===== config.mk =====
export PLATFORM = sky130hd
export DESIGN_NAME = vec_irq_ctrl
export DESIGN_NICKNAME = d
export VERILOG_FILES = /design/src/rtl/vic_pkg.sv /design/src/rtl/vic_regs.sv /design/src/rtl/vic_ack.sv /design/src/rtl/vic_discrete.sv /design/src/rtl/vec_irq_ctrl.sv
export SDC_FILE = /design/constraint.sdc
export NUM_CORES = 1
export LEC_CHECK = 0
export BUFFER_PORTS_ARGS = -buffer_cell sky130_fd_sc_hd__buf_2
export CORE_MARGIN = 2
export CORE_UTILIZATION = 45
export DETAILED_ROUTE_END_ITERATION = 6
export PLACE_DENSITY_LB_ADDON = 0.1
export SETUP_SLACK_MARGIN = 0.05
export SYNTH_ARGS = -nofsm -noshare
export SYNTH_HDL_FRONTEND = slang
export SYNTH_SLANG_ARGS = --single-unit

===== constraint.sdc =====
create_clock -name clk -period 1.79 [get_ports clk]
set_clock_uncertainty 0.15 [all_clocks]
set_input_delay 0.2685 -clock clk [delete_from_list [all_inputs] [get_ports clk]]
set_output_delay 0.2685 -clock clk [all_outputs]
set_load 0.01 [all_outputs]

===== src/rtl/vic_pkg.sv =====
package vic_pkg;
  typedef enum logic [1:0] {
    SEL_STAT = 2'd0,
    SEL_MASK = 2'd1,
    SEL_VEC  = 2'd2,
    SEL_AUX  = 2'd3
  } reg_sel_e;
endpackage


===== src/rtl/vic_regs.sv =====
module vic_regs
  import vic_pkg::*;
#(
  parameter int N_EV = 8,
  parameter int DW = 8,
  parameter int N_OP = 5,
  parameter logic [7:0] VEC_RST = 8'h0F
) (
  input  logic            clk,
  input  logic            rst,
  input  logic [N_EV-1:0] ev_i,
  input  logic            wr_en,
  input  reg_sel_e        sel,
  input  logic [DW-1:0]   wdata,
  output logic [N_EV-1:0] ev_q,
  output logic [N_EV-1:0] mask_q,
  output logic [DW-1:0]   vec_q,
  output logic [N_OP-1:0] aux_q,
  output logic            irq_n,
  output logic [DW-1:0]   rd_mux
);
  always_ff @(posedge clk) begin
    if (rst) begin
      ev_q   <= '0;
      mask_q <= '0;
      vec_q  <= DW'(VEC_RST);
      aux_q  <= '0;
      irq_n  <= 1'b1;
    end else begin
      ev_q  <= ev_i;
      irq_n <= ~|(ev_i & mask_q);
      if (wr_en) begin
        case (sel)
          SEL_MASK: mask_q <= wdata[N_EV-1:0];
          SEL_VEC:  vec_q  <= wdata;
          SEL_AUX:  aux_q  <= wdata[N_OP-1:0];
          default:  ;
        endcase
      end
    end
  end

  always_comb begin
    rd_mux = '0;
    case (sel)
      SEL_STAT: rd_mux[N_EV-1:0] = ev_q;
      SEL_MASK: rd_mux[N_EV-1:0] = mask_q;
      SEL_VEC:  rd_mux = vec_q;
      SEL_AUX:  rd_mux[N_OP-1:0] = aux_q;
      default:  rd_mux = '0;
    endcase
  end

  // a write aimed at the status select leaves the writable registers alone
  p_status_ro_r4: assert property (@(posedge clk) disable iff (rst)
    (wr_en && sel == SEL_STAT) |=> ($stable(mask_q) && $stable(vec_q) && $stable(aux_q)));

  // with the mask cleared for two cycles no request can be raised
  p_irq_masked_r2: assert property (@(posedge clk) disable iff (rst)
    (mask_q == '0 && $past(mask_q) == '0) |-> irq_n);
endmodule


===== src/rtl/vic_ack.sv =====
module vic_ack #(
  parameter int DW = 8
) (
  input  logic          clk,
  input  logic          rst,
  input  logic          iack_n,
  input  logic          pend,
  input  logic          rd_req,
  input  logic [DW-1:0] rd_data,
  input  logic [DW-1:0] vec_q,
  output logic [DW-1:0] data_o,
  output logic          data_oe,
  output logic          dtack_n
);
  logic ack_q;
  logic ack_nx;

  assign ack_nx = !iack_n && (ack_q || pend);

  always_ff @(posedge clk) begin
    if (rst) begin
      ack_q   <= 1'b0;
      dtack_n <= 1'b1;
      data_o  <= '0;
      data_oe <= 1'b0;
    end else begin
      ack_q   <= ack_nx;
      dtack_n <= !ack_nx;
      data_oe <= ack_nx || rd_req;
      if (ack_nx)      data_o <= vec_q;
      else if (rd_req) data_o <= rd_data;
    end
  end

  // acknowledge only ever follows a low strobe in the previous cycle
  p_dtack_release_r6: assert property (@(posedge clk) disable iff (rst)
    $past(iack_n) |-> dtack_n);

  // while acknowledging, the bus is driven
  p_dtack_drives_r5: assert property (@(posedge clk) disable iff (rst)
    !dtack_n |-> data_oe);

  // acknowledge needs a pending event or an ongoing acknowledge
  p_no_silent_ack_r7: assert property (@(posedge clk) disable iff (rst)
    (!dtack_n && $past(dtack_n)) |-> $past(pend));
endmodule


===== src/rtl/vic_discrete.sv =====
module vic_discrete #(
  parameter int N_EV = 8,
  parameter int N_OP = 5,
  parameter logic [N_OP*3-1:0] OP_SRC = {3'd4, 3'd0, 3'd5, 3'd1, 3'd3}
) (
  input  logic            clk,
  input  logic            rst,
  input  logic [N_EV-1:0] ev_i,
  input  logic [N_OP-1:0] aux_q,
  output logic [N_OP-1:0] op_n
);
  for (genvar k = 0; k < N_OP; k++) begin : g_line
    logic [2:0] src;
    assign src = OP_SRC[k*3 +: 3];
    always_ff @(posedge clk) begin
      if (rst) op_n[k] <= 1'b1;
      else     op_n[k] <= !(aux_q[k] && ev_i[src]);
    end
  end

  // with every line disabled for two cycles all lines stay high
  p_lines_off_r8: assert property (@(posedge clk) disable iff (rst)
    (aux_q == '0 && $past(aux_q) == '0) |-> (&op_n));
endmodule


===== src/rtl/vec_irq_ctrl.sv =====
module vec_irq_ctrl
  import vic_pkg::*;
#(
  parameter int N_EV = 8,
  parameter int DW = 8,
  parameter int N_OP = 5,
  parameter logic [7:0] VEC_RST = 8'h0F
) (
  input  logic            clk,
  input  logic            rst,
  input  logic [N_EV-1:0] ev_i,
  input  logic            cs,
  input  logic            rd,
  input  logic            wr,
  input  logic [1:0]      sel,
  input  logic [DW-1:0]   wdata,
  input  logic            iack_n,
  output logic [DW-1:0]   data_o,
  output logic            data_oe,
  output logic            dtack_n,
  output logic            irq_n,
  output logic [N_OP-1:0] op_n
);
  logic [N_EV-1:0] ev_q;
  logic [N_EV-1:0] mask_q;
  logic [DW-1:0]   vec_q;
  logic [N_OP-1:0] aux_q;
  logic [DW-1:0]   rd_mux;
  reg_sel_e        sel_e;

  assign sel_e = reg_sel_e'(sel);

  vic_regs #(.N_EV(N_EV), .DW(DW), .N_OP(N_OP), .VEC_RST(VEC_RST)) u_regs (
    .clk(clk), .rst(rst), .ev_i(ev_i), .wr_en(cs && wr), .sel(sel_e),
    .wdata(wdata), .ev_q(ev_q), .mask_q(mask_q), .vec_q(vec_q),
    .aux_q(aux_q), .irq_n(irq_n), .rd_mux(rd_mux)
  );

  vic_ack #(.DW(DW)) u_ack (
    .clk(clk), .rst(rst), .iack_n(iack_n), .pend(!irq_n),
    .rd_req(cs && rd), .rd_data(rd_mux), .vec_q(vec_q),
    .data_o(data_o), .data_oe(data_oe), .dtack_n(dtack_n)
  );

  vic_discrete #(.N_EV(N_EV), .N_OP(N_OP)) u_disc (
    .clk(clk), .rst(rst), .ev_i(ev_i), .aux_q(aux_q), .op_n(op_n)
  );

  // during an acknowledge the bus carries the vector register
  p_ack_vector_r5: assert property (@(posedge clk) disable iff (rst)
    (!dtack_n && $past(!dtack_n)) |-> (data_o == vec_q));

  // the bus is released when neither a read nor an acknowledge was seen
  p_bus_idle_r9: assert property (@(posedge clk) disable iff (rst)
    ($past(!(cs && rd)) && $past(iack_n)) |-> !data_oe);
endmodule


==> results of run 1 <==
==> metrics by stage <==
step           util [%]  hold WS, ns  worst slack, ns  cells
5_1_grt            54.0       0.0449            0.108    284
2_1_floorplan         -        0.217            0.425    199
6_report           54.0       0.0493            0.262    284
4_1_cts            54.0       0.0395            0.239    284
3_3_place_gp       52.1        0.241            0.199    277
3_5_place_dp       52.1        0.245            0.187    277
==> sequential cells by signal, indices dropped and copies added, names as in the netlist <==
signal         flops
u_ack.ack_q        1
u_ack.data_o       8
u_ack.data_oe      1
u_ack.dtack_n      1
u_disc.op_n        5
u_regs.aux_q       5
u_regs.ev_q        8
u_regs.irq_n       1
u_regs.mask_q      8
u_regs.vec_q       8
==> routing by layer <==
metal	share of wire, %	GRT usage [%]
met1	50	26.7
met4	1.8	7.19
met5	0	0
met2	44	28.0
met3	4.3	5.12
==> final cells by class <==
type | count | area (um^2) | area share [%]
Sequential cell | 46 | 921 | 42.3
Multi-Input combinational cell | 138 | 897 | 41.3
Timing Repair Buffer | 41 | 210 | 9.67
Clock buffer | 7 | 76.3 | 3.51
Tap cell | 50 | 62.6 | 2.88
Inverter | 2 | 7.51 | 0.345
==> worst reg2reg max path: cells and delay by family (launching register included) <==
| kind | cells | cell delay (ns) |
|---|---|---|
| and+or+nand+nor | 2 | 0.68 |
| DFF | 1 | 0.33 |
| AOI/OAI and AO/OA | 1 | 0.21 |
| buffers and inverters | 1 | 0.07 |
==> placed cells by master, fill, tap and decap left out, types with 3 or more instances in the layout <==
master | Yosys | final
clkbuf_8 | 0 | 5
nor2_1 | 5 | 5
dfxtp_1 | 46 | 46
mux2i_1 | 13 | 13
nand3_1 | 4 | 4
a32o_1 | 3 | 3
o2111ai_1 | 3 | 3
nand2_1 | 47 | 47
buf_2 | 2 | 39
mux2_2 | 5 | 5
a41oi_2 | 4 | 4
or3_1 | 5 | 5
nor2b_1 | 9 | 9
nand3b_1 | 3 | 3
a22oi_1 | 4 | 4
a21oi_1 | 13 | 13
o31ai_1 | 5 | 5
==> report_power, final <==
group | switching [mW] | internal [mW] | leakage (nW)
clock | 0.324 | 0.269 | 0.0383
combinational | 0.111 | 0.0848 | 0.470
sequential | 0.0180 | 1.06 | 0.375
==> logic make-up (layout without fill, tap and decap cells) <==
group                  count (synthesis)  count (layout)
muxes                                 18              18
and+or+nand+nor                       85              85
DFF                                   46              46
buffers and inverters                 15              50
AOI/OAI and AO/OA                     35              35
==> path summary, 6_finish.rpt <==
kind                    from              end  slack (ns)  depth (start not counted)
max             u_regs.irq_n  u_ack.data_o[7]        0.26                          4
min                  ev_i[2]   u_regs.ev_q[2]        0.05                          2
max reg2reg     u_regs.irq_n  u_ack.data_o[7]        0.26                          4
min reg2reg  u_regs.aux_q[1]   u_disc.op_n[1]        0.26                          1
==> results.md, run 1 <==
- During I/O placement, the number of pins put on the boundary was 40.
- The average detailed-routed wire length per instance is 15.0 um.
- The biggest fanout along the worst timing path is 8.
- The first-pass GRT wire length is roughly 7.3 mm.
- The fill cell instance count of the final layout is 397.
- The biggest cell delay along the critical path is between 0.4 and 0.5 ns.
- Of the total synthesized cell area, the portion taken by full adders, half adders and majority gates is 0%.
- The root buffer cell chosen for the clock tree is clkbuf_8.
- For this run, the total global-route usage over all layers was measured as 19.1%.
- The worst setup path category is reg2reg.
- For this run, the number of Yosys warnings is 0.
- The residual DRC count is 0.
- The number of buffers inserted during clock tree synthesis is 5.
- The violation count after the first detailed-routing iteration is between 70 and 80.
- Synthesis produced a netlist whose cell count is 199.
- The count of unique library cells instantiated by Yosys is 34.
- The final layout contains routed wiring with a total length of approximately 4.3 mm.
- Setup violations remaining at the end of the flow were counted as 0.
- Summed over all instances, the cell type with the most area after synthesis is dfxtp_1.
- The maximum resistive drop on vdd is between 0.5 and 0.6 mV.
- The repair_antennas step left the layout with diodes totalling 0.
- The data required time of the worst path is around 1.8 ns.
- The final number of hold-violating endpoints is 0.
- The clock drives 46 sinks.
- The final route contains around 1500 vias.
- The buffer and inverter count on the worst path is 1.
- The main flop type after synthesis is dfxtp_1.
- The number of nets in the final layout is roughly 260.
- TritonCTS built the clock tree.
- The number of nets in the synthesized netlist is roughly 220.
- During placement, the flow inserted port buffers numbering 39.
- nand2_1 is the most common cell in the netlist.
- The area after detailed placement is between 2000 and 2500 um^2.
- From synthesis to final layout, the design area changed by 13.9%.
- Buffers inserted to repair hold after CTS numbered 0.
- Detailed placement ended at an HPWL of about 3.1 mm.
- The clock transition time at the flip-flop clock pins of the worst setup and hold paths is around 0.08 ns.
- The synthesized netlist devotes between 20% and 30% of its cell area to simple gates.
- The critical path goes through nor2b_1 -> or3_4 -> inv_1 -> a32o_1.
- The synthesized netlist devotes 0% of its cell area to XOR and XNOR gates.
- Gates resized during post-CTS repair numbered 0.
- The total area inside the core boundary comes to ~4000 um^2.
- The post-layout minimum cycle time is between 1.5 and 2 ns.
- In this run the tightest slew margin relative to its limit is between 60% and 70%.
- The kind of launch point of the worst setup path is a flop.
- The setup TNS is 0 ns.
- The mean instance size in the synthesized netlist is 9.59 um^2.
- The cell family contributing the most delay on the critical path is simple AND/OR/NAND/NOR gates.
- The clock insertion delay at the later pin of the skew report is approximately 0.30 ns.
- The share of the clock period used by the worst path is a little under nine tenths.
- Setup repair after global routing left no endpoint under its margin.
- The remaining antenna violation count after routing is 0.
- The class of the tightest hold or removal check is in2reg.
- Based on the critical path, the design can be clocked at up to about 650 MHz.
- Synthesis inferred 46 register bits.
- The fraction of final layout cells sized beyond drive strength 1 is about a quarter.
- After synthesis, the largest family of logic cells by area is simple AND/OR/NAND/NOR gates.
- The top cell type's share of synthesized area is about half.
- After floorplanning, the core was divided into 23 placement rows.
- Summed over all layers, the global routing overflow is 0.
- In this run the power density over the cells is between 800 and 900 nW/um^2.
- After synthesis, the cell types taking the most area are dfxtp_1, nand2_1, mux2i_1, a21oi_1, a41oi_2.
- The die is a little under 70 um wide.
- Data on the critical path arrives at its endpoint at 1.57 ns.
- The number of max-slew violations in the final report came to 0.
- The netlist area before placement is 1910 um^2.
- The number of flops mapped to enable cells by yosys is 0.
- The synthesized netlist devotes between 10% and 20% of its cell area to compound gates.
- The number of global-route vias before repair came to 1501.
- The number of antenna violations at the first check in global routing is 0.
- The routability-driven placement congestion ratio is 0.802.
- At the pin with the least slew margin, the transition time is 0.521 ns.
- The longest clock path from root to sink contains 2 buffers.
- The async set-or-reset flop fraction in the synthesized netlist is 0%.
- The overall power is between 1.5 and 2 mW.
- The leakage power figure is between 0.8 and 0.9 nW.
- The H-tree was split into 2 levels.
- The post-detailed-route via-to-cell ratio is approximately 5.2.
- Measured against the total synthesized area, the mux share comes to about a tenth.
- Entering global routing, the biggest net connects 28 pins.
- After routing the design area is between 2000 and 2500 um^2.
- The number of post-CTS setup repair buffers is 0.
- The initial utilization of the core area, before any placement, comes to between 40 and 50%.
- The commonest cells after synthesis are nand2_1, dfxtp_1, a21oi_1, mux2i_1, nor2b_1.
- In this run the vertical extent of the chip is between 60 and 70 um.
- The worst setup path is captured at a flop.
- The library cell contributing the largest single delay on the critical path is nor2b_1.
- The floorplan step defined a die boundary enclosing between 4000 and 5000 um^2.
- The pre-antenna-repair detailed-routing pass consisted of 4 iterations.
- The run finished with clean final reports.
- The tool flagged a number of max-cap violations equal to 0.
- Of the synthesized area, sequential elements account for between 40% and 50%.
No activity file was read; power rests on OpenSTA's default activity.
==> inputs of run 2 (changes only) <==
- ABC_AREA: not set -> 1
==> results.md, run 2 <==
- The flop-to-flop setup slack is 0.44 ns.
- The commonest cells after synthesis are nor2_1, nand2_1, dfxtp_1.
- Sorting the synthesized cells by area gives the leading types as dfxtp_1, nor2_1, nand2_1, nand3_1, inv_1.
- The final layout contains routed wiring with a total length of ~4.7 mm.
- In the final timing run, aggregate negative setup slack is 0 ns.
- The die outline height is 70.4 um.
- In the final design database the tool counted around 350 nets.
- The number of post-CTS setup repair buffers is 0.
- The global-route layer with the greatest usage is met2.
- The transition at the pin with the smallest max-transition slack is between 0.3 and 0.4 ns.
- The critical path is of the reg2reg type.
- The pre-CTS setup slack is 0.282 ns.
- The number of instances in the synthesized netlist is between 200 and 300.
- In the global route stage, met2 resource usage came out at about a third.
- The met1 routing resource usage after global routing is 28.8%.
- In this run the worst hold path is classified as in2reg.
- The library cell occupying the most area in the post-synthesis netlist is dfxtp_1.
- The gate family responsible for the most delay along the worst path is simple AND/OR/NAND/NOR gates.
- The worst hold path was traced through 3 stages.
- For the worst flop-to-flop path, the logic depth is 7.
- The sequential share of the synthesized area is approximately 46%.
- The final critical path takes up between 70% and 80% of the cycle.
- The count of state elements after synthesis is 46.
- The Yosys warning count is 0.
- For this block, the initial DRC count from the detailed router was 84.
- The data required time of the worst path is ~1.8 ns.
- After clock tree synthesis, the clock-pin slew on the worst setup and hold paths is approximately 0.090 ns.
- The post-route netlist has 19.8% of its cells at a drive strength greater than 1.
- The maximum operating frequency is ~740 MHz.
- Setup slack closes at between 0.4 and 0.5 ns.
- The number of buffers inserted for hold repair after clock tree synthesis is 0.
- For this configuration, the core starts out at a cell density of between 40 and 50%.
- Counting tap cells, the placed design contains a total of around 370 instances.
- The reg-to-reg endpoint is u_ack.data_o[2].
- The mean instance size in the synthesized netlist is about 7 um^2.
- The finished layout holds between 300 and 400 standard cells, fillers aside.
- The first-pass GRT wire length is roughly 8.2 mm.
- The number of antenna violations at the first check in global routing was 0.
- The worst hold slack is 0.0372 ns.
- The final number of hold-violating endpoints is 0.
- For the worst-skew pair, the clock arrives at the later sink with an insertion delay of 0.30 ns.
- The number of violations of the max-capacitance limit is 0.
- The longest clock path from root to sink contains 2 buffers.
- Clock tree synthesis selected as its root buffer the cell clkbuf_8.
- The average detailed-routed wire length per instance is approximately 13 um.
- For this run, global-route usage on met3 was measured as 4.76%.
- The launch instance of the worst register-to-register path is u_regs.irq_n.
- The most common library cell in the layout ignoring fill and taps is nor2_1.
- After floorplanning, the core was divided into 24 placement rows.
- The type of element capturing the critical path is a flop.
- Counting every net in the synthesized netlist gives between 300 and 400.
- Across the VDD grid, the largest voltage drop is roughly 0.47 mV.
- In this run, synthesis inferred 0 flip-flops with an integrated enable.
- The final antenna diode count is 0.
- The power per unit of standard cell area is about 860 nW/um^2.
- The largest single stage delay on the critical path is around 0.34 ns.
- Setup repair after global routing left no endpoint under its margin.
- The core region area is 4290 um^2.
- The total overflow left after global routing is 0.
- The worst setup path is launched from a flop.
- The number of max-slew violations in the final report is 0.
- The relative slew slack is approximately 77%.
- The most common cell in the synthesized netlist is nor2_1.
- The remaining antenna violation count after routing is 0.
- The worst-case hold path end point is u_regs.ev_q[7].
- The via count is between 1500 and 2000.
- The maximum number of pins on one net before global-route repair is 23.
- The routed design could run at a clock period as short as roughly 1.4 ns.
- The biggest fanout along the worst timing path is 18.
- Routability-driven placement finished with a final weighted congestion of approximately 0.85.
- The residual DRC count is 0.
- The leakage power figure is between 1 and 1.5 nW.
- The number of sinks on the clock net is 46.
- For the worst setup path, the data arrival time is about 1.4 ns.
- Detailed placement finished with a half-perimeter wire length of roughly 3.6 mm.
- Setup violations remaining at the end of the flow were counted as 0.
- The number of global-route vias before repair was between 1500 and 2000.
- Of all flip-flops after synthesis, the portion carrying an async set or reset was 0%.
- The number of buffer cells added on primary ports is 39.
- The post-detailed-route via-to-cell ratio is slightly below 5.
- In this design, the critical path's most frequently occurring cell is nand2_1.
- For this run, the leading register cell type out of synthesis is dfxtp_1.
- The die area is 4950 um^2.
- The post-cts sizing count is 0.
- The number of buffers inserted during clock tree synthesis is 5.
- The worst hold path begins at ev_i[7].
- The run finished with clean final reports.
- The netlist area before placement is between 1500 and 2000 um^2.
- The buffer and inverter count on the worst path is 1.
- Walking the worst path, the cells encountered are nand2_1 -> nand2_2 -> inv_2 -> nand2_1 -> nand2_1 -> nor2_1 -> nor2_1.
- The count of unique library cells instantiated by Yosys is 19.
- In the layout the commonest cells are nor2_1, nand2_1, dfxtp_1, nand3_1, buf_2.
- From synthesis to final layout, the design area changed by 14.1%.
- The number of levels the H-tree was split into is 2.
- The slowest stage of the critical path belongs to the cell dfxtp_1.
- The number of top-level design ports is 40.
- In this run the biggest area consumer among cell types represents a little under half of the synthesized area.
- The horizontal die dimension is ~70 um.
- The first detailed-routing pass ran for 4 iterations.
- Global routing used about a fifth of the available tracks across all layers.
- The clock tree from TritonCTS is yes.
run 2: cell count changes after synthesis, moves of 9 or more:
cell	previous run	this run
nand2_1	47	60
inv_1	1	21
nor2b_1	9	0
nor2_1	5	71
mux2i_1	13	0
a21oi_1	13	1
nand3_1	4	39
o21ai_0	0	14
run 2: final cells by class:
cell class / count / area, um^2
Sequential cell: 46 / 921
Clock inverter: 2 / 13.8
Multi-Input combinational cell: 202 / 877
Clock buffer: 6 / 72.6
Tap cell: 52 / 65.1
Inverter: 28 / 110
Fill cell: 469 / 2030
Timing Repair Buffer: 40 / 203
run 2: per-stage QoR:
stage,instance area (um^2),power (mW),utilization (%)
floorplan,1980,1.27,-
global placement,2180,1.34,50.7
detailed placement,2180,1.34,50.7
CTS,2260,1.95,52.7
global route,2260,2.04,52.7
finish,2260,1.94,52.7
run 2: kinds of logic after synthesis:
kind of cell	count (synthesis)	synth area share, %
compound gates	21	5.62
buf+inv	37	9.28
flops	46	46.5
simple gates	181	38.6
run 2: worst max path at each step:
stage                             from         endpoint  slack, ns  depth (start not counted)
after floorplan           u_regs.irq_n  u_ack.data_o[0]       0.63                          7
after detailed placement        sel[1]  u_regs.aux_q[0]       0.28                          6
after global routing      u_regs.irq_n  u_ack.data_o[2]       0.24                          7
final                     u_regs.irq_n  u_ack.data_o[2]       0.44                          7
after global placement          sel[1]  u_regs.aux_q[4]       0.30                          6
after CTS                 u_regs.irq_n  u_ack.data_o[2]       0.43                          7
run 2: worst reg2reg max path, stage by stage (launching register included):
cell	delay [ns]
dfxtp_1	0.34
nand2_1	0.06
nand2_2	0.27
inv_2	0.14
nand2_1	0.10
nand2_1	0.05
nor2_1	0.10
nor2_1	0.04
run 2: report_power, final:
| group | internal (mW) | switching [mW] | total, mW | leakage [nW] |
|---|---|---|---|---|
| registers | 1.06 | 0.0241 | 1.09 | 0.376 |
| logic | 0.0828 | 0.147 | 0.230 | 0.678 |
| clock network | 0.276 | 0.343 | 0.619 | 0.0452 |
| total | 1.42 | 0.514 | 1.94 | 1.10 |
run 2: per-layer routing:
metal  routed length, um  vias up
met5                   0        -
met4                  81        0
met3                 343        8
met2                2100       56
met1                2230      828
li1                    -      962
==> inputs of run 3 (changes only) <==
- clock period: 1.79 -> 1.3 ns (I/O delays scaled with it)
==> results.md, run 3 (synthesis gave the netlist of run 2 again) <==
- Routability-driven placement finished with a final weighted congestion of approximately 0.9.
- In the final design database the tool counted roughly 370 nets.
- The worst path needs 1.20 ns of the cycle, external delays included.
- The first-pass GRT wire length is 8.34 mm.
- Cell internal power was estimated by the tool at ~2.1 mW.
- The share of total power dissipated in combinational logic is 13.8%.
- The completed layout was analyzed and its total power is about 2.8 mW.
- The average detailed-routed wire length per instance is about 13 um.
- The type of element capturing the critical path is a flop.
- Entering global routing, the biggest net connects 23 pins.
- In the routed design, unresolved DRC markers number 0.
- The flow ran to the end, and the final reports show no timing, DRC or antenna violations.
- The via count is 1937.
- Walking the worst path, the cells encountered are dlygate4sd3_1 -> buf_2 -> nand2_1 -> nand4_1 -> o21ai_0.
- The clock network is responsible for between 30% and 40% of the overall power.
- The maximum operating frequency is ~840 MHz.
- The root buffer cell chosen for the clock tree is clkbuf_8.
- The fill cell instance count of the final layout is around 430.
- In this run the static leakage power is ~1.2 nW.
- The most common library cell in the layout ignoring fill and taps is nor2_1.
- The remaining antenna violation count after routing is 0.
- The number of antenna violations at the first check in global routing is 0.
- The class of the tightest hold or removal check is in2reg.
- Setup slack closes at 0.104 ns.
- The number of levels the H-tree was split into is 2.
- The tool flagged a number of max-cap violations equal to 0.
- The core region area is 4290 um^2.
- The clock tree from TritonCTS is yes.
- The number of max-slew violations in the final report was 0.
- The transition at the pin with the smallest max-transition slack is about 0.30 ns.
- Leaving out fill and tap cells, the most frequent cells in the layout are nor2_1, nand2_1, dfxtp_1, buf_2, nand3_1.
- The count of standard-cell rows is 24.
- Port buffering added 39 buffers.
- The number of global-route vias before repair is 1844.
- After global routing the overflow that remains totals 0.
- The switching power of the nets is ~750 uW.
- The fraction of final layout cells sized beyond drive strength 1 is a little under a quarter.
- The number of top-level design ports is 40.
- The share of the clock period used by the worst path is 92.0%.
- The die outline height is ~70 um.
- The longest clock path from root to sink contains 2 buffers.
- Clock-pin slew was measured on the worst setup and hold paths at 0.09 ns.
- The setup TNS is 0 ns.
- The number of buffers inserted during clock tree synthesis is 5.
- In this run the horizontal extent of the chip is 70.4 um.
- The pre-CTS setup slack is 0.0101 ns.
- The number of sinks on the clock net is 46.
- The data required time of the worst path is between 1 and 1.5 ns.
- Per report_power, the sequential group accounts for 53.3% of the total.
- Among all stages on the critical path, the largest delay is contributed by dlygate4sd3_1.
- Final hold analysis gives a worst-case slack of 0.00715 ns.
- The violation count after the first detailed-routing iteration is 90.
- STA classifies the critical path startpoint as an input port.
- The final number of hold-violating endpoints was 0.
- For this configuration, the core starts out at a cell density of a little under half.
- Global routing consumed, over all layers together, between 20 and 25% of the routing resources.
- The final routed wirelength across all metal layers is 5.02 mm.
- Net switching is a little over a quarter of the power.
- Setup violations remaining at the end of the flow were counted as 0.
- The wire-length estimate of the detail-placed layout is about 3.8 mm.
- For the worst setup path, the data arrival time is ~1.3 ns.
- Measured against its own limit, the worst slew margin works out to between 80 and 90%.
- The biggest fanout along the worst timing path is 2.
- The final antenna diode count is 0.
- Compared with the post-synthesis result, the final layout area differs by 27.1%.
- On the worst path, the slowest cell contributes a delay of between 0.5 and 0.6 ns.
- For the worst-skew pair, the clock arrives at the later sink with an insertion delay of roughly 0.3 ns.
- The maximum resistive drop on vdd is between 0.6 and 0.7 mV.
- The die area is just under 5000 um^2.
- The first TritonRoute pass finished after 4 iterations.
- Setup repair after global routing could not meet its margin everywhere.
- For this design the ratio of total power to cell area is approximately 1100 nW/um^2.
- The worst setup path category is in2reg.
- After detailed routing, the number of vias per cell comes to 4.87.
run 3: final cells by class:
type	instances	area [um^2]	share of cell area, %
multi-input combinational	203	906	35.9
timing repair buffer	61	423	16.8
inverter	28	110	4.37
sequential	46	921	36.5
clock buffer	6	82.6	3.28
tap	52	65.1	2.58
clock inverter	2	12.5	0.497
run 3: power groups by stage:
stage / registers [mW] / logic, mW / clock network, mW
2_1_floorplan: 1.53 / 0.214 / 0
3_3_place_gp: 1.53 / 0.344 / 0
3_5_place_dp: 1.53 / 0.343 / 0
4_1_cts: 1.50 / 0.374 / 0.940
5_1_grt: 1.51 / 0.437 / 1.00
6_report: 1.50 / 0.387 / 0.925
run 3: what timing repair did:
action | in CTS | in global routing
hold buffers | 12 | 0
endpoints found under the hold margin | 13 | 0
pin swaps | 0 | 6
resized for setup | 1 | 7
buffers inserted | 0 | 0
setup endpoints to repair | 1 | 8
cloned | 0 | 2
run 3: path summary, 6_finish.rpt:
kind                endpoint  slack (ns)       startpoint  cells past startpoint
min           u_regs.ev_q[7]       0.007              rst                      2
max reg2reg  u_ack.data_o[5]        0.11      u_ack.ack_q                      8
max             u_regs.irq_n        0.10          ev_i[1]                      5
min reg2reg   u_disc.op_n[4]        0.28  u_regs.aux_q[4]                      1
run 3: critical path, delay by kind of cell:
family,cells,cell delay (ns)
and+or+nand+nor,2,0.14
buffers and inverters,2,0.69
AOI/OAI and AO/OA,1,0.22
run 3: through the flow:
step | area, um^2 | util (%) | instances
after floorplan | 1980 | - | 285
final | 2520 | 58.7 | 398
after detailed placement | 2260 | 52.7 | 376
after global placement | 2260 | 52.7 | 376
after global routing | 2520 | 58.7 | 398
after CTS | 2480 | 57.8 | 396
run 3: metal layers:
| metal | routed length, um | vias up | global-route usage [%] |
|---|---|---|---|
| li1 | - | 1011 | - |
| met1 | 2440 | 865 | 28.9 |
| met2 | 2220 | 49 | 34.2 |
| met3 | 221 | 12 | 4.04 |
| met4 | 136 | 0 | 11.5 |
| met5 | 0 | - | 0 |
